### config.mk
export PLATFORM = sky130hd
export DESIGN_NAME = tick_countdown_timer
export DESIGN_NICKNAME = d
export VERILOG_FILES = /design/src/rtl/tick_timer_pkg.sv /design/src/rtl/tick_ctrl.sv /design/src/rtl/tick_datapath.sv /design/src/rtl/tick_countdown_timer.sv
export SDC_FILE = /design/constraint.sdc
export NUM_CORES = 1
export LEC_CHECK = 0
export BUFFER_PORTS_ARGS = -buffer_cell sky130_fd_sc_hd__buf_2
export CORE_ASPECT_RATIO = 2
export CORE_MARGIN = 1
export CORE_UTILIZATION = 40
export DETAILED_ROUTE_END_ITERATION = 12
export GPL_ROUTABILITY_DRIVEN = 1
export HOLD_SLACK_MARGIN = 0.12
export PLACE_DENSITY = 0.65
export SYNTH_ARGS = -nofsm -noshare
export SYNTH_HDL_FRONTEND = slang
export SYNTH_SLANG_ARGS = --single-unit
### constraint.sdc
create_clock -name clk -period 3.2 [get_ports clk]
set_input_delay 0.8 -clock clk [delete_from_list [all_inputs] [get_ports clk]]
set_output_delay 0.8 -clock clk [all_outputs]
set_load 0.01 [all_outputs]
### src/rtl/tick_timer_pkg.sv
package tick_timer_pkg;
  localparam int ADDR_W = 8;
  localparam logic [ADDR_W-1:0] CTRL_OFS = 8'h40;
  localparam logic [ADDR_W-1:0] COUNT_OFS = 8'h44;
  localparam int RUN_BIT = 0;
  localparam int IRQ_PERMIT_BIT = 1;
  localparam int CLEAR_BIT = 4;

  typedef struct packed {
    logic load;
    logic dec;
    logic clr;
  } tickStrobes_t;
endpackage

### src/rtl/tick_ctrl.sv
module tick_ctrl
  import tick_timer_pkg::*;
#(
  parameter int DATA_W = 32
) (
  input  logic              clk,
  input  logic              rstN,
  input  logic              tickEn,
  input  logic              busSel,
  input  logic              busWrite,
  input  logic [ADDR_W-1:0] busAddr,
  input  logic [DATA_W-1:0] busWdata,
  output tickStrobes_t      strobes,
  output logic              runReg,
  output logic              irqPermit
);
  logic ctrlWrite;
  logic countWrite;

  assign ctrlWrite  = busSel && busWrite && (busAddr == CTRL_OFS);
  assign countWrite = busSel && busWrite && (busAddr == COUNT_OFS);

  always_ff @(posedge clk or negedge rstN) begin
    if (!rstN) begin
      runReg    <= 1'b0;
      irqPermit <= 1'b0;
    end else if (ctrlWrite) begin
      runReg    <= busWdata[RUN_BIT];
      irqPermit <= busWdata[RUN_BIT] ? busWdata[IRQ_PERMIT_BIT] : 1'b0;
    end
  end

  always_comb begin
    strobes.load = countWrite && runReg;
    strobes.dec  = tickEn && runReg;
    strobes.clr  = ctrlWrite && busWdata[CLEAR_BIT];
  end

  // a control write with the run bit clear leaves the permission off
  a_r9_permit_needs_run: assert property (@(posedge clk) disable iff (!rstN)
    (ctrlWrite && !busWdata[RUN_BIT]) |=> (!irqPermit && !runReg));

  // with the run bit clear a count write produces no load strobe
  a_r4_no_load_when_stopped: assert property (@(posedge clk) disable iff (!rstN)
    !runReg |-> !strobes.load);
endmodule

### src/rtl/tick_datapath.sv
module tick_datapath
  import tick_timer_pkg::*;
#(
  parameter int DATA_W = 32
) (
  input  logic              clk,
  input  logic              rstN,
  input  tickStrobes_t      strobes,
  input  logic [DATA_W-1:0] loadValue,
  output logic [DATA_W-1:0] count,
  output logic              pending
);
  localparam logic [DATA_W-1:0] ONE = DATA_W'(1);

  logic countZero;
  logic expire;

  assign countZero = (count == '0);
  assign expire    = strobes.dec && !strobes.load && (count == ONE);

  always_ff @(posedge clk or negedge rstN) begin
    if (!rstN) begin
      count <= '0;
    end else if (strobes.load) begin
      count <= loadValue;
    end else if (strobes.dec && !countZero) begin
      count <= count - ONE;
    end
  end

  always_ff @(posedge clk or negedge rstN) begin
    if (!rstN) begin
      pending <= 1'b0;
    end else if (expire) begin
      pending <= 1'b1;
    end else if (strobes.clr) begin
      pending <= 1'b0;
    end
  end

  // zero is sticky without a load
  a_r6_hold_zero: assert property (@(posedge clk) disable iff (!rstN)
    (countZero && !strobes.load) |=> (count == '0));

  // the event appears only after a count of one
  a_r6_event_source: assert property (@(posedge clk) disable iff (!rstN)
    $rose(pending) |-> ($past(count) == ONE));

  // a load wins over a tick in the same cycle
  a_r11_load_priority: assert property (@(posedge clk) disable iff (!rstN)
    strobes.load |=> (count == $past(loadValue)));

  // no strobe, no movement
  a_r5_hold_idle: assert property (@(posedge clk) disable iff (!rstN)
    (!strobes.load && !strobes.dec) |=> $stable(count));
endmodule

### src/rtl/tick_countdown_timer.sv
module tick_countdown_timer
  import tick_timer_pkg::*;
#(
  parameter int DATA_W = 32
) (
  input  logic              clk,
  input  logic              rstN,
  input  logic              tickEn,
  input  logic              busSel,
  input  logic              busWrite,
  input  logic [7:0]        busAddr,
  input  logic [DATA_W-1:0] busWdata,
  output logic [DATA_W-1:0] busRdata,
  output logic              irqOut
);
  tickStrobes_t      strobes;
  logic              runReg;
  logic              irqPermit;
  logic [DATA_W-1:0] count;
  logic              pending;

  tick_ctrl #(.DATA_W(DATA_W)) uCtrl (
    .clk       (clk),
    .rstN      (rstN),
    .tickEn    (tickEn),
    .busSel    (busSel),
    .busWrite  (busWrite),
    .busAddr   (busAddr),
    .busWdata  (busWdata),
    .strobes   (strobes),
    .runReg    (runReg),
    .irqPermit (irqPermit)
  );

  tick_datapath #(.DATA_W(DATA_W)) uPath (
    .clk       (clk),
    .rstN      (rstN),
    .strobes   (strobes),
    .loadValue (busWdata),
    .count     (count),
    .pending   (pending)
  );

  assign irqOut = pending && irqPermit;

  always_comb begin
    busRdata = '0;
    if (busAddr == CTRL_OFS) begin
      busRdata[RUN_BIT]        = runReg;
      busRdata[IRQ_PERMIT_BIT] = irqPermit;
    end else if (busAddr == COUNT_OFS) begin
      busRdata = count;
    end
  end

  // a control write of zero drops the interrupt next cycle
  a_r7_stop_masks_irq: assert property (@(posedge clk) disable iff (!rstN)
    (busSel && busWrite && busAddr == CTRL_OFS && busWdata == '0) |=> !irqOut);

  // the clear bit never reads back
  a_r2_clear_reads_zero: assert property (@(posedge clk) disable iff (!rstN)
    (busAddr == CTRL_OFS) |-> !busRdata[CLEAR_BIT]);
endmodule

==> impl_metrics.json <==
{
  "synth_simple_gate_area_frac": 0.3440,
  "syn_to_final_growth_pct": 24.88,
  "post_cts_resized": 0,
  "synth_cell_types": 42,
  "synth_top_family_by_area": "simple AND/OR/NAND/NOR gates",
  "failed_checks": "design-rule violations",
  "synth_top_area_frac": 0.3659,
  "crit_path_end_kind": "output port",
  "synth_fa_ha_area_frac": 0.01045,
  "cp_slowest_cell": "nor4b_1",
  "die_y_um": 111.4,
  "cts_sinks": 35,
  "drt_iter0_markers": 54,
  "clkTransAtPathRegs_ns": 0.05,
  "start_util": 0.4157,
  "start_kind": "primary input",
  "stdcell_area_mm2": 0.002989,
  "worst_pin_slew_ns": 0.8199,
  "max_cap_violations": 0,
  "io_pins": 78,
  "vias": 2239,
  "cp_common_cell": "buf_2",
  "p_per_area_mw_per_mm2": 472.9,
  "yosysTopAreaCell": "dfrtp_1",
  "hold_class": "flip-flop to flip-flop",
  "grt_util_all_layers": 0.2095,
  "period_minus_slack_ns": 2.739,
  "ys_seq_elements": 35,
  "io_buffers": 77,
  "switching_power_mw": 0.4463,
  "grt_start_max_net_pins": 42,
  "ir_drop_v": 0.0003187,
  "cp_max_fo": 19,
  "coreArea_mm2": 0.005758,
  "vias_per_cell": 5.344,
  "cts_tree": "built",
  "worstSetupPathType": "primary input to output port",
  "ys_seq_area_frac": 0.3659,
  "grt_first_pass_wirelength_um": 10410,
  "die-area_mm2": 0.006316,
  "place_congestion": 0.8597,
  "drive_above_1_share": 0.3045,
  "cts.htree.levels": 2,
  "die_w_um": 56.70,
  "cts_hold_buf": 0,
  "fin_util": 0.5191,
  "antenna_found_initial": 0,
  "routed_wl_um": 6009,
  "fp-row-count": 39,
  "drt-wirelength-per-cell_um": 14.34,
  "p_seq_frac": 0.381,
  "period_share": 0.8561,
  "nFillCells": 605,
  "root_buffer": "clkbuf_16",
  "drc": 8,
  "syn_area_per_cell_um2": 8.548,
  "grt_pass1_vias": 2342,
  "totalNegativeSetupSlack_ns": 0,
  "status": "finished with violations",
  "synthMuxAreaShare": 0.01307,
  "fin_nets": 404,
  "setup_viol": 0,
  "post_cts_buffers": 0,
  "clkPwrFrac": 0.361,
  "cts_buffers": 5,
  "insertion_delay_ns": 0.28,
  "rsz0062_at_grt": "false",
  "n_antenna_cell": 0,
  "overflow": 0,
  "maxSlewHeadroom": 0.4534,
  "ant_nets": 0,
  "synth.area.top_cells": "dfrtp_1, and2_1, xnor2_1, nand2_1, o21ai_0",
  "place_area_mm2": 0.002829,
  "path_cells": "buf_2 -> nor4b_1 -> and3_1 -> buf_4 -> and2_1 -> buf_2",
  "comb_power_share": 0.259,
  "firstDrtPassIters": 8,
  "synth_compound_area_frac": 0.1045,
  "slew_violations": 0,
  "power_leakage_nw": 1.415,
  "p_int_mw": 0.9672,
  "synthCells": 280,
  "synth-xor-area-share": 0.1255,
  "max_stage_delay_ns": 0.33,
  "synthesis.nets": 327,
  "p_sw_frac": 0.3157,
  "critical_path_arrival_ns": 1.94,
  "syn_area_mm2": 0.002394,
  "max_freq_mhz": 365.0,
  "skew_ns": 0.007947,
  "hold_viol": 0,
  "dpl.hpwl_um": 4720,
  "cp.required_ns": 2.40,
  "clock_path_buffers": 2,
  "yosysWarnings": 0
}
==> state kept, by name (all words and copies together), names as in the netlist <==
signal / flops
uCtrl.runReg: 1
uPath.pending: 1
uCtrl.irqPermit: 1
uPath.count: 32
==> final timing paths <==
check                                      from         endpoint  slack (ns)  cells past startpoint
worst max-delay path                 busAddr[5]      busRdata[8]        0.46                      6
worst min-delay path            uCtrl.irqPermit  uCtrl.irqPermit        0.49                      2
worst max register to register   uPath.count[0]  uPath.count[28]        0.70                      8
worst min register to register  uCtrl.irqPermit  uCtrl.irqPermit        0.49                      2
max in group asynchronous                  rstN  uPath.count[24]        2.06                      1
min in group asynchronous                  rstN  uPath.count[15]        0.62                      1
==> Yosys cell counts <==
cell type      instances
a2111oi_2              1
a21oi_1               11
and2_1                30
and2_2                 2
and2b_2                1
and3_1                 1
buf_6                  3
clkbuf_1               9
dfrtp_1               35
dlygate4sd1_1          1
ha_1                   2
inv_1                  3
mux2_2                 1
mux2i_1                2
nand2_1               35
nand2b_1               1
nand3_1                4
nand3b_1               1
nand4_1                4
nand4bb_1              1
nor2_1                21
nor3_1                17
nor3b_1                2
nor4_1                14
nor4b_1                3
o211ai_1               1
o21a_1                 1
o21ai_0               22
o21ai_1                2
o21bai_1               1
o311ai_0               1
o31ai_1                1
o31ai_4                1
or2_2                  2
or3_1                  8
or3_2                  1
or3_4                  1
or4_1                  1
or4_4                  2
xnor2_1               17
xnor2_2                5
xor2_1                 8
==> through the flow <==
step	hold slack (ns)	cells	total power [mW]	setup WS, ns
2_1_floorplan	0.4625	280	0.7935	0.6691
3_3_place_gp	0.4905	411	0.9028	0.4270
3_5_place_dp	0.4861	411	0.9076	0.4021
4_1_cts	0.4967	419	1.421	0.4073
5_1_grt	0.5332	419	1.488	0.3321
6_report	0.4910	419	1.414	0.4606
==> power groups by stage <==
stage               clock [mW]  combinational (mW)  sequential [mW]
finish                   0.510               0.365            0.538
global route             0.536               0.406            0.546
CTS                      0.517               0.366            0.539
detailed placement           0               0.361            0.547
global placement             0               0.357            0.545
floorplan                    0               0.267            0.527
==> area by class of cell <==
| cell class | instances | area (um^2) | share of cell area |
|---|---|---|---|
| Timing Repair Buffer | 83 | 430.4 | 0.1440 |
| Sequential cell | 35 | 875.8 | 0.2930 |
| Multi-Input combinational cell | 229 | 1435 | 0.4801 |
| Clock inverter | 1 | 7.507 | 0.002512 |
| Tap cell | 61 | 76.32 | 0.02553 |
| Inverter | 3 | 11.26 | 0.003767 |
| Clock buffer | 7 | 152.6 | 0.05107 |
==> kinds of logic after synthesis <==
group                      after synthesis
DFF                                     35
buffers and inverters                   16
adders and majority gates                2
AOI/OAI and AO/OA                       42
muxes                                    3
xor gates and xnor gates                30
and+or+nand+nor                        152
==> layout by cell type (no fill, tap or decap), types with 2 or more instances in the layout <==
| cell | Yosys | routed |
|---|---|---|
| xnor2_1 | 17 | 17 |
| xor2_1 | 8 | 8 |
| clkbuf_16 | 0 | 5 |
| dfrtp_1 | 35 | 35 |
| nor2_1 | 21 | 21 |
| nand4_1 | 4 | 4 |
| a21oi_1 | 11 | 11 |
| and2_1 | 30 | 30 |
| nor3b_1 | 2 | 2 |
| xnor2_2 | 5 | 5 |
| or2_2 | 2 | 2 |
| inv_1 | 3 | 3 |
| ha_1 | 2 | 2 |
| buf_2 | 0 | 77 |
| o21ai_0 | 22 | 22 |
| nor4_1 | 14 | 14 |
| nand3_1 | 4 | 4 |
| o21ai_1 | 2 | 2 |
| mux2i_1 | 2 | 2 |
| or4_4 | 2 | 2 |
| nor3_1 | 17 | 16 |
| or3_1 | 8 | 8 |
| and2_2 | 2 | 2 |
| buf_4 | 0 | 6 |
| clkbuf_8 | 0 | 2 |
| nand2_1 | 35 | 35 |
| nor4b_1 | 3 | 3 |
==> metal layers <==
metal / up-vias / share of wire / track usage
li1: 1132 / - / -
met1: 1047 / 0.37 / 0.2183
met2: 47 / 0.57 / 0.3992
met3: 13 / 0.029 / 0.02904
met4: 0 / 0.025 / 0.09167
met5: - / 0 / 0
==> critical path: cells and delay by family <==
family / cells / cell delay, ns
buffers and inverters: 3 / 0.41
and+or+nand+nor: 3 / 0.72
Note: power is estimated with default switching activity, not from simulation.
